$ cat src/rtl/train_wr_pkg.sv
package train_wr_pkg;
    typedef enum logic {
        REQ_SET_PAT   = 1'b0,
        REQ_UPD_LANES = 1'b1
    } req_kind_e;

    typedef enum logic [1:0] {
        ST_IDLE   = 2'd0,
        ST_SEND   = 2'd1,
        ST_WAIT   = 2'd2,
        ST_REPORT = 2'd3
    } fmt_state_e;
endpackage

$ cat src/rtl/train_wr_compose.sv
// Combinational burst composer: start address, length and ordered byte image.
module train_wr_compose
    import train_wr_pkg::*;
#(
    parameter int LANES     = 4,
    parameter int BYTE_W    = 8,
    parameter int ADDR_W    = 12,
    parameter int PAT_ADDR  = 'h102,
    parameter int NARROW_W  = 2,
    parameter int WIDE_W    = 4,
    parameter int CNT_W     = 3,
    parameter int LEN_W     = 3
) (
    input  logic                        kind,
    input  logic                        clear,
    input  logic                        four_pat,
    input  logic [BYTE_W-1:0]           pattern,
    input  logic [LANES*BYTE_W-1:0]     lanes,
    input  logic [CNT_W-1:0]            lane_cnt,
    output logic [ADDR_W-1:0]           addr,
    output logic [LEN_W-1:0]            len,
    output logic [(LANES+1)*BYTE_W-1:0] seq
);
    localparam logic [BYTE_W-1:0] MASK_NARROW = BYTE_W'((1 << NARROW_W) - 1);
    localparam logic [BYTE_W-1:0] MASK_WIDE   = BYTE_W'((1 << WIDE_W) - 1);
    localparam logic [ADDR_W-1:0] LANE0_ADDR  = ADDR_W'(PAT_ADDR + 1);

    req_kind_e           kind_e;
    logic [BYTE_W-1:0]   field_mask;
    logic                pat_off;
    logic [LANES*BYTE_W-1:0] lane_eff;

    assign kind_e     = req_kind_e'(kind);
    assign field_mask = four_pat ? MASK_WIDE : MASK_NARROW;
    assign pat_off    = ((pattern & field_mask) == '0);

    for (genvar g = 0; g < LANES; g++) begin : g_lane
        assign lane_eff[g*BYTE_W +: BYTE_W] =
            (kind_e == REQ_SET_PAT && clear) ? '0 : lanes[g*BYTE_W +: BYTE_W];
    end

    always_comb begin
        unique case (kind_e)
            REQ_SET_PAT: begin
                addr = ADDR_W'(PAT_ADDR);
                seq  = {lane_eff, pattern};
                len  = pat_off ? LEN_W'(1) : LEN_W'(lane_cnt) + LEN_W'(1);
            end
            REQ_UPD_LANES: begin
                addr = LANE0_ADDR;
                seq  = {{BYTE_W{1'b0}}, lane_eff};
                len  = LEN_W'(lane_cnt);
            end
            default: begin
                addr = '0;
                seq  = '0;
                len  = '0;
            end
        endcase
    end
endmodule

$ cat src/rtl/train_wr_pick.sv
// Selects one byte of the held burst image by index.
module train_wr_pick #(
    parameter int NBYTES = 5,
    parameter int BYTE_W = 8,
    parameter int IDX_W  = 3
) (
    input  logic [NBYTES*BYTE_W-1:0] seq,
    input  logic [IDX_W-1:0]         idx,
    output logic [BYTE_W-1:0]        data
);
    always_comb begin
        data = '0;
        for (int i = 0; i < NBYTES; i++) begin
            if (idx == IDX_W'(i)) data = seq[i*BYTE_W +: BYTE_W];
        end
    end
endmodule

$ cat src/rtl/train_wr_fmt.sv
module train_wr_fmt
    import train_wr_pkg::*;
#(
    parameter int LANES    = 4,
    parameter int BYTE_W   = 8,
    parameter int ADDR_W   = 12,
    parameter int PAT_ADDR = 'h102,
    parameter int NARROW_W = 2,
    parameter int WIDE_W   = 4,
    localparam int NBYTES  = LANES + 1,
    localparam int CNT_W   = $clog2(LANES + 1),
    localparam int LEN_W   = $clog2(NBYTES + 1)
) (
    input  logic                    clk,
    input  logic                    rst_n,
    input  logic                    req_valid,
    output logic                    req_ready,
    input  logic                    req_kind,
    input  logic                    req_clear,
    input  logic                    req_four_pat,
    input  logic [BYTE_W-1:0]       req_pattern,
    input  logic [LANES*BYTE_W-1:0] req_lanes,
    input  logic [CNT_W-1:0]        req_lane_cnt,
    output logic                    out_valid,
    input  logic                    out_ready,
    output logic [BYTE_W-1:0]       out_data,
    output logic                    out_last,
    output logic [ADDR_W-1:0]       out_addr,
    output logic [LEN_W-1:0]        out_len,
    input  logic                    cpl_valid,
    input  logic [LEN_W-1:0]        cpl_count,
    output logic                    done_valid,
    output logic                    done_ok,
    output logic                    busy
);
    fmt_state_e state_q, state_d;

    logic [ADDR_W-1:0]        addr_c, addr_q;
    logic [LEN_W-1:0]         len_c, len_q;
    logic [NBYTES*BYTE_W-1:0] seq_c, seq_q;
    logic [LEN_W-1:0]         idx_q;
    logic                     ok_q;
    logic                     accept;
    logic                     byte_go;
    logic                     at_last;

    train_wr_compose #(
        .LANES(LANES), .BYTE_W(BYTE_W), .ADDR_W(ADDR_W), .PAT_ADDR(PAT_ADDR),
        .NARROW_W(NARROW_W), .WIDE_W(WIDE_W), .CNT_W(CNT_W), .LEN_W(LEN_W)
    ) compose_i (
        .kind(req_kind), .clear(req_clear), .four_pat(req_four_pat),
        .pattern(req_pattern), .lanes(req_lanes), .lane_cnt(req_lane_cnt),
        .addr(addr_c), .len(len_c), .seq(seq_c)
    );

    train_wr_pick #(.NBYTES(NBYTES), .BYTE_W(BYTE_W), .IDX_W(LEN_W)) pick_i (
        .seq(seq_q), .idx(idx_q), .data(out_data)
    );

    assign accept  = (state_q == ST_IDLE) && req_valid;
    assign byte_go = (state_q == ST_SEND) && out_ready;
    assign at_last = (idx_q == len_q - LEN_W'(1));

    // next-state logic
    always_comb begin
        state_d = state_q;
        unique case (state_q)
            ST_IDLE:   if (req_valid)          state_d = ST_SEND;
            ST_SEND:   if (out_ready && at_last) state_d = ST_WAIT;
            ST_WAIT:   if (cpl_valid)          state_d = ST_REPORT;
            ST_REPORT:                         state_d = ST_IDLE;
            default:                           state_d = ST_IDLE;
        endcase
    end

    // state register
    always_ff @(posedge clk) begin
        if (!rst_n) state_q <= ST_IDLE;
        else        state_q <= state_d;
    end

    // burst context: captured on acceptance, walked while sending
    always_ff @(posedge clk) begin
        if (!rst_n) begin
            addr_q <= '0;
            len_q  <= '0;
            seq_q  <= '0;
            idx_q  <= '0;
            ok_q   <= 1'b0;
        end else begin
            if (accept) begin
                addr_q <= addr_c;
                len_q  <= len_c;
                seq_q  <= seq_c;
                idx_q  <= '0;
            end else if (byte_go && !at_last) begin
                idx_q <= idx_q + LEN_W'(1);
            end
            if (state_q == ST_WAIT && cpl_valid) ok_q <= (cpl_count == len_q);
        end
    end

    // outputs decoded from state
    always_comb begin
        req_ready  = 1'b0;
        out_valid  = 1'b0;
        done_valid = 1'b0;
        busy       = 1'b1;
        unique case (state_q)
            ST_IDLE:   begin req_ready = 1'b1; busy = 1'b0; end
            ST_SEND:   out_valid  = 1'b1;
            ST_WAIT:   ;
            ST_REPORT: done_valid = 1'b1;
            default:   ;
        endcase
    end

    assign out_last = out_valid && at_last;
    assign out_addr = addr_q;
    assign out_len  = len_q;
    assign done_ok  = done_valid && ok_q;
endmodule

$ cat config.mk
export PLATFORM = sky130hd
export DESIGN_NAME = train_wr_fmt
export DESIGN_NICKNAME = d
export VERILOG_FILES = /design/src/rtl/train_wr_pkg.sv /design/src/rtl/train_wr_compose.sv /design/src/rtl/train_wr_pick.sv /design/src/rtl/train_wr_fmt.sv
export SDC_FILE = /design/constraint.sdc
export NUM_CORES = 1
export LEC_CHECK = 0
export BUFFER_PORTS_ARGS = -buffer_cell sky130_fd_sc_hd__buf_2
export CAP_MARGIN = 20
export CELL_PAD_IN_SITES_DETAIL_PLACEMENT = 0
export CELL_PAD_IN_SITES_GLOBAL_PLACEMENT = 2
export CORE_MARGIN = 2
export CORE_UTILIZATION = 27
export DETAILED_ROUTE_END_ITERATION = 8
export PLACE_DENSITY = 0.72
export SETUP_SLACK_MARGIN = 0.05
export SLEW_MARGIN = 20
export SYNTH_ARGS = -nofsm -noshare
export SYNTH_HDL_FRONTEND = slang
export SYNTH_SLANG_ARGS = --single-unit
$ cat constraint.sdc
create_clock -name clk -period 1.7 [get_ports clk]
set_input_delay 0.17 -clock clk [delete_from_list [all_inputs] [get_ports clk]]
set_output_delay 0.17 -clock clk [all_outputs]
set_load 0.005 [all_outputs]
==> results of run 1 <==
[how the worst max path moves through the flow]
stage	start	end	slack [ps]	cells after the start
floorplan	idx_q[1]	out_data[0]	60	9
global placement	idx_q[1]	out_data[3]	-80	7
CTS	idx_q[0]	out_data[5]	-160	7
detailed placement	idx_q[1]	out_data[3]	-110	7
global route	idx_q[1]	out_data[3]	-220	7
finish	idx_q[0]	out_data[5]	-160	7
[worst register-to-register path, stage by stage (launching register included)]
cell and delay, ps:
dfxtp_2 340, inv_2 40, ha_4 230, xor2_2 150
buf_4 140, a311oi_4 350, mux2i_1 220, nor2_1 50
[where the power goes]
group	total [mW]	switching [mW]	internal, mW
logic	1.81	0.944	0.869
clock network	0.955	0.425	0.530
registers	1.63	0.164	1.46
total	4.40	1.53	2.86
[layout by cell type (no fill, tap or decap), types with 7 or more instances in the layout]
master	synthesis	routed
dfxtp_1	51	45
inv_1	35	30
o311ai_0	24	24
nor2_1	7	7
buf_4	10	16
o211a_1	32	32
a22oi_1	16	8
nand2_1	51	51
conb_1	1	9
nand3b_1	8	8
a21oi_2	0	7
a22oi_2	0	8
a21oi_1	16	9
buf_2	2	73
nor2b_1	12	11
mux2i_1	12	12
[logic make-up (layout without fill, tap and decap cells)]
logic type | after synthesis | after routing | synth area share, %
compound gates | 109 | 109 | 29.67
other cells | 1 | 9 | 0.1247
fa+ha+maj | 12 | 12 | 4.994
buf+inv | 76 | 138 | 10.82
simple gates | 88 | 88 | 13.90
flops | 51 | 51 | 33.96
xor+xnor | 7 | 7 | 2.538
mux | 12 | 12 | 3.995
[sequential cells by signal, indices dropped and copies added, names as in the netlist]
name	flops
idx_q	3
out_len	3
state_q	2
out_addr	2
seq_q	40
ok_q	1
[metal layers]
layer  track usage (%)  vias to the layer above
li1                  -                     1380
met1             21.25                     1296
met2             22.13                       45
met3             2.430                        5
met4             4.340                        0
met5                 0                        -
[stage by stage]
step,setup slack (ps),hold slack [ps],power [mW]
finish,-156.0,126.1,4.395
global route,-215.8,145.0,4.725
CTS,-163.9,113.3,4.399
detailed placement,-108.4,448.1,3.298
global placement,-77.94,449.7,3.265
floorplan,57.26,340.7,2.694
[cell type report]
cell class / count / area, µm²
inverters: 35 / 136.4
multi-input cells: 237 / 1868
fillers: 1147 / 6908
clock buffers: 7 / 97.59
repair buffers: 95 / 591.8
well taps: 140 / 175.2
clock inverters: 1 / 30.03
flip-flops and latches: 51 / 1033
[what timing repair did]
action	CTS	global route
gates resized for setup	41	13
pin swaps	7	11
setup buffers	2	3
setup endpoints to repair	19	15
==> results.yml, run 1 <==
setup_path:
  rr_endpoint: "idx_q[1]"
  slowest_stage: "dfxtp_4"
  rr_startpoint: "out_len[0]"
  arrival_ps: 1690
  worst_path_dominant_cell_family: "flip-flops"
  cp_common_cell: "ha_2"
  critPathKind: "reg -> out"
  cp.buffers_inverters: 2
  crit_chain: "ha_2 > ha_2 > nor2b_4 > buf_12 > a22oi_2 > o21ai_1 > buf_2"
  critPathLaunchType: "register"
  cp_max_fo: 8
  rrSetupSlack_ps: 70
  cpPeakStageDelay_ps: 380
  required_ps: 1530
  cp-end-kind: "output port"
  ff2ff_path_depth: 7
sta:
  slew_viol_final: 0
  fin_crit_sh_pct: 109.2
  rsz0062_at_grt: "yes"
  skew_ps: 5.885
  tns_ps: -984.8
  finalSetupViolations: 8
  worst_slack_ps: -156.0
  maxClockFrequency_mhz: 538.8
  post-route-min-period_ps: 1856
  hold_viol: 0
die:
  pin_count: 83
  die_area_mm2: 0.01200
  start_util_pct: 27.74
  core_mm2: 0.01084
  die_y_um: 109.5
  rows: 38
  die_w_um: 109.5
finish:
  finalNonFillerCells: 566
  final_core_util_pct: 36.28
  n_antenna_cell: 0
  final_nets: 491
  final_area_mm2: 0.003933
  drive_gt1_share_pct: 34.74
  area_growth_pct: 30.79
global_routing:
  grt_pass1_wl_um: 13630
  grt_max_degree: 50
  grt_antenna_before_repair: 0
  grt_usage_pct: 14.65
  overflow: 0
  grt_pass1_vias: 2585
synth:
  synth_top_area_share_pct: 33.96
  yosys_most_used_dff: "dfxtp_1"
  syn_avg_cell_area_um2: 8.446
  seq_area_frac_synth_pct: 33.96
  yosysUniqueCellTypes: 37
  syn_inst: 356
  synth_seq_cells: 51
  synth_top_cells_by_area: "dfxtp_1, o211a_1, o311ai_0"
  synth_edf_count: 0
  async_reset_ff_share_pct: 0
  ys_top_cells_by_count: "dfxtp_1, nand2_1, inv_1"
  synth.cell_area_mm2: 0.003007
  yosys.area.top_type: "dfxtp_1"
  ys_warn_count: 0
clocking:
  clkTransAtPathRegs_ps: 100
  clock_sinks: 51
  clockRootBuffer: "clkbuf_8"
  cts.htree.levels: 2
  cts_made_buffers: 5
  cts_tree: "built"
  cts_hold_buffers: 0
  clockBufferDepth: 2
  insertion_delay_ps: 310
status:
  outcome: "finished, violations left"
  violations: "negative setup slack"
min_path:
  holdCritStartpoint: "req_lanes[27]"
  min_path_type: "in -> reg"
  hold_depth: 3
  worstHoldEndpoint: "seq_q[35]"
pwr:
  powerDensity_mw_per_mm2: 1118
  irDropWorstVdd_uv: 360.7
  leakagePower_nw: 1.958
route:
  firstDrtPassIters: 4
  routed_wl_um: 8584
  wl_met1_um: 4336
  drc: 0
  drtIter0Drc: 171
  routed.top_layer: "met4"
  wl_met2_um: 3876
  antenna_left: 0
  routedWlPerCell_um: 15.17
  dr_wl_met3_um: 283
  vias: 2726
  viasPerCell: 4.816
placement:
  port_buffers: 73
  gp_congestion: 0.7362
  dp_hpwl_um: 6194
  placedInstanceArea_mm2: 0.003578
  dp_cells: 553
job:
  max_cap_viol_count: 0
No activity file was read; power rests on OpenSTA's default activity.
==> run 2: changes to the inputs <==
--- a/config.mk
+++ b/config.mk
@@ -6,7 +6,6 @@
 export NUM_CORES = 1
 export LEC_CHECK = 0
 export BUFFER_PORTS_ARGS = -buffer_cell sky130_fd_sc_hd__buf_2
-export CAP_MARGIN = 20
 export CELL_PAD_IN_SITES_DETAIL_PLACEMENT = 0
 export CELL_PAD_IN_SITES_GLOBAL_PLACEMENT = 2
 export CORE_MARGIN = 2
==> constraint.sdc (replaced) <==
create_clock -name clk -period 1.49 [get_ports clk]
set_input_delay 0.149 -clock clk [delete_from_list [all_inputs] [get_ports clk]]
set_output_delay 0.149 -clock clk [all_outputs]
set_load 0.005 [all_outputs]
==> run 2 against run 1 <==
Compared with the run above: the run still ends with negative setup slack left; register-to-register slack worse by 200 ps; final cell count up 1.6%; utilization grew 1.9 points; routed wire length is 0.58% lower; flip-flop and latch count stayed put; combinational power increased by 33%; die area unchanged; total power is 18% higher; critical path type unchanged; largest power group unchanged.
==> results.yml, run 2 (synthesized netlist as in run 1, its figures left out) <==
clocking:
  clockRootBuffer: "clkbuf_8"
  clkTransAtPathRegs_ps: 100
  cts_made_buffers: 5
  cts_tree: "built"
  clock_sinks: 51
  cts.htree.levels: 2
  cts_hold_buffers: 0
  clockBufferDepth: 2
  insertion_delay_ps: 310
global_routing:
  grt_antenna_before_repair: 0
  overflow: 0
  grt_usage_pct: 14.80
  grt_max_degree: 33
  grt_pass1_wl_um: 13850
  grt_pass1_vias: 2707
sta:
  rsz0062_at_grt: "yes"
  skew_ps: 11.03
  post-route-min-period_ps: 1794
  fin_crit_sh_pct: 120.4
  slew_viol_final: 0
  tightest_slew_ps: 515.0
  worst_slack_ps: -304.3
  maxClockFrequency_mhz: 557.3
  max_slew_margin_pct: 65.67
  hold_viol: 0
  finalSetupViolations: 14
setup_path:
  rrSetupSlack_ps: -130
  rr_startpoint: "out_len[1]"
  ff2ff_path_depth: 7
  required_ps: 1340
  critPathKind: "reg -> out"
  critPathLaunchType: "register"
  arrival_ps: 1650
  cp_max_fo: 8
  rr_endpoint: "idx_q[1]"
  cp-end-kind: "output port"
die:
  pin_count: 83
  die_y_um: 109.5
  rows: 38
  die_area_mm2: 0.01200
  core_mm2: 0.01084
  start_util_pct: 27.74
  die_w_um: 109.5
pwr:
  leakagePower_nw: 2.022
  powerDensity_mw_per_mm2: 1258
  irDropWorstVdd_uv: 417.0
min_path:
  holdCritStartpoint: "req_lanes[25]"
  min_path_type: "in -> reg"
  worstHoldEndpoint: "seq_q[33]"
  hold_depth: 3
route:
  routedWlPerCell_um: 14.84
  viasPerCell: 4.777
  wl_met2_um: 3997
  antenna_left: 0
  vias: 2747
  drtIter0Drc: 89
  firstDrtPassIters: 4
  wl_met1_um: 4157
  routed.top_layer: "met4"
  dr_wl_met3_um: 283
  drc: 0
  routed_wl_um: 8534
placement:
  port_buffers: 73
  dp_hpwl_um: 6445
  gp_congestion: 0.7277
  preCtsSetupSlack_ps: -298.6
finish:
  n_antenna_cell: 0
  largest_register_ffs: 40
  regArea_mm2: 0.001040
  area_growth_pct: 37.49
  nFillCells: 1128
  top_register: "seq_q"
  final_cell_mix: "buf_2, nand2_1, dfxtp_1, o211a_1, inv_1"
  final_core_util_pct: 38.13
  final_common_cell: "buf_2"
  final_nets: 501
  multiInputGateArea_mm2: 0.001952
  drive_gt1_share_pct: 39.54
status:
  outcome: "finished, violations left"
  violations: "negative setup slack"
job:
  max_cap_viol_count: 0
[run 2: cell types whose count changed in the layout (fill, tap and decap cells not counted), sizes merged]
cell	change
bufinv	-1
clkinvlp	+1
buf	+9
[run 2: layer usage]
layer / vias to the layer above / track usage (%)
li1: 1400 / -
met3: 7 / 2.667
met1: 1297 / 20.32
met4: 0 / 4.069
met5: - / 0
met2: 43 / 23.77
[run 2: worst max-delay path by stage]
stage,start,to,slack (ps)
after floorplan,out_len[0],state_q[0],-60
after global placement,idx_q[1],out_data[1],-270
after detailed placement,idx_q[0],out_data[1],-300
after CTS,idx_q[0],out_data[6],-360
after global routing,idx_q[1],out_data[7],-430
final,idx_q[0],out_data[0],-300
[run 2: repair_timing]
item / in CTS / in global routing
gates cloned: 0 / 2
pin swaps: 7 / 11
buffers inserted: 2 / 3
resized for setup: 28 / 46
setup endpoints to repair: 47 / 53
[run 2: critical path, cell delays in order, from the launching register on]
cell	delay (ps)
dfxtp_4	410
inv_4	60
ha_4	160
and2_4	170
buf_8	140
a22oi_2	190
o21ai_1	90
buf_2	140
[run 2: metrics by stage]
| step | std cells | area (µm²) | hold WS (ps) | TNS [ps] | power, mW |
|---|---|---|---|---|---|
| floorplan | 364 | 3143 | 319.7 | -777.1 | 3.178 |
| finish | 575 | 4134 | 108.5 | -2858 | 5.201 |
| CTS | 570 | 3904 | 97.57 | -3132 | 4.987 |
| detailed placement | 561 | 3667 | 430.4 | -3018 | 3.881 |
| global route | 575 | 4134 | 117.1 | -4272 | 5.581 |
| global placement | 561 | 3667 | 425.6 | -2081 | 3.867 |
[run 2: power breakdown]
part	switching [mW]	total, mW	internal [mW]
Clock	0.489	0.914	0.425
Sequential	0.211	1.89	1.68
Combinational	1.17	2.40	1.22
[run 2: area by class of cell]
| class | count | area share, % |
|---|---|---|
| repair buffers | 105 | 17.58 |
| clock inverters | 1 | 0.1816 |
| flip-flops and latches | 51 | 25.15 |
| multi-input cells | 237 | 47.22 |
| inverters | 35 | 3.360 |
| clock buffers | 6 | 2.270 |
| well taps | 140 | 4.237 |
==> run 3: changes to the inputs <==
--- a/config.mk
+++ b/config.mk
@@ -11,6 +11,7 @@
 export CORE_MARGIN = 2
 export CORE_UTILIZATION = 27
 export DETAILED_ROUTE_END_ITERATION = 8
+export MAX_ROUTING_LAYER = met4
 export PLACE_DENSITY = 0.72
 export SETUP_SLACK_MARGIN = 0.05
 export SLEW_MARGIN = 20
==> run 3 against run 2 <==
Compared with the run above: the flow still finishes with violations (negative setup slack); sequential share of layout area stayed put; setup slack better by 2.9 ps; via count decreased by 0.44%; critical endpoint unchanged.
==> results.yml, run 3 (synthesized netlist as in run 1, its figures left out) <==
status:
  outcome: "finished, violations left"
  violations: "negative setup slack"
finish:
  final_area_mm2: 0.004134
  n_antenna_cell: 0
  area_growth_pct: 37.49
  nFillCells: 1128
  regArea_mm2: 0.001040
  largest_register_ffs: 40
  final_nets: 501
  top_register: "seq_q"
  final_common_cell: "buf_2"
  drive_gt1_share_pct: 39.54
  final_cell_mix: "buf_2, nand2_1, dfxtp_1, o211a_1, inv_1"
  multiInputGateArea_mm2: 0.001952
  finalNonFillerCells: 575
job:
  max_cap_viol_count: 0
setup_path:
  cp-startpoint: "idx_q[0]"
  arrival_ps: 1640
  required_ps: 1340
  cp_max_fo: 8
  cp-end-kind: "output port"
  rr_startpoint: "out_len[1]"
  critPathLaunchType: "register"
  critPathKind: "reg -> out"
global_routing:
  grt_pass1_vias: 2708
  grt_pass1_wl_um: 13850
  overflow: 0
  grt_max_degree: 33
  grt_usage_pct: 15.22
  grt_antenna_before_repair: 0
sta:
  hold_viol: 0
  rsz0062_at_grt: "yes"
  max_slew_margin_pct: 66.23
  maxClockFrequency_mhz: 558.2
  skew_ps: 12.73
  fin_crit_sh_pct: 120.2
  finalSetupViolations: 14
  slew_viol_final: 0
  worst_slack_ps: -301.4
  post-route-min-period_ps: 1791
  tightest_slew_ps: 506.5
clocking:
  clockRootBuffer: "clkbuf_8"
  cts_tree: "built"
  cts_made_buffers: 5
  insertion_delay_ps: 310
  clkTransAtPathRegs_ps: 100
  clockBufferDepth: 2
  clock_sinks: 51
  cts.htree.levels: 2
die:
  pin_count: 83
  core_mm2: 0.01084
  die_area_mm2: 0.01200
  rows: 38
  die_w_um: 109.5
  die_y_um: 109.5
  start_util_pct: 27.74
pwr:
  p_seq_share_pct: 36.4
  powerDensity_mw_per_mm2: 1257
  leakagePower_nw: 2.022
  power_switching_mw: 1.868
  p_total_mw: 5.195
  internal-power_mw: 3.326
  irDropWorstVdd_uv: 417.2
  switching_share_pct: 35.97
  clkPwrFrac_pct: 17.5
  comb_power_share_pct: 46.1
placement:
  gp_congestion: 0.7364
  preCtsSetupSlack_ps: -298.6
  dp_hpwl_um: 6445
  dp_cells: 561
  placedInstanceArea_mm2: 0.003667
  port_buffers: 73
route:
  antenna_left: 0
  routedWlPerCell_um: 14.84
  vias: 2735
  dr_wl_met3_um: 346
  firstDrtPassIters: 4
  drc: 0
  viasPerCell: 4.757
  drtIter0Drc: 88
  wl_met2_um: 4006
  routed.top_layer: "met4"
  wl_met1_um: 4084
  routed_wl_um: 8533
min_path:
  holdCritStartpoint: "req_lanes[25]"
  min_path_type: "in -> reg"
[run 3: metal layers]
layer / vias to the layer above / track usage [%]
met1: 1278 / 20.39
li1: 1398 / -
met4: 0 / 4.069
met5: - / -
met3: 7 / 2.608
met2: 52 / 23.72
[run 3: timing repair]
item / CTS / global route
setup buffers: 2 / 3
pin swaps: 7 / 11
gates resized for setup: 28 / 46
setup endpoints to repair: 47 / 53
cloned: 0 / 2
hold buffers: 0 / 0
hold endpoints to repair: 0 / 0
[run 3: worst paths after layout]
check             slack (ps)  depth (start not counted)          end
setup / recovery        -300                          7  out_data[0]
hold / removal           110                          3    seq_q[33]
setup reg to reg        -120                          7     idx_q[1]
hold reg to reg          460                          2         ok_q
[run 3: power groups by stage]
stage                     combinational (mW)  clock, mW  sequential (mW)
final                                   2.40      0.910             1.89
after CTS                               2.18      0.948             1.86
after floorplan                         1.33          0             1.85
after global placement                  1.99          0             1.88
after global routing                    2.65      0.998             1.93
after detailed placement                2.00          0             1.88
[run 3: layout make-up]
class / instances / area share [%]
clock buffer: 6 / 2.270
clock inverter: 1 / 0.1816
inverter: 35 / 3.360
multi-input combinational: 237 / 47.22
sequential: 51 / 25.15
tap: 140 / 4.237
timing repair buffer: 105 / 17.58
[run 3: through the flow]
| stage | hold WS (ps) | utilization [%] | setup TNS [ps] |
|---|---|---|---|
| 2_1_floorplan | 319.7 | - | -777.1 |
| 3_3_place_gp | 425.6 | 33.83 | -2081 |
| 3_5_place_dp | 430.4 | 33.83 | -3018 |
| 4_1_cts | 97.57 | 36.01 | -3132 |
| 5_1_grt | 117.1 | 38.13 | -4216 |
| 6_report | 109.7 | 38.13 | -2818 |
[run 3: critical path: stages, from the launching register on]
cell     delay (ps)
dfxtp_4         410
inv_4            60
ha_4            160
and2_4          170
buf_8           140
a22oi_2         190
o21ai_1          90
buf_2           140
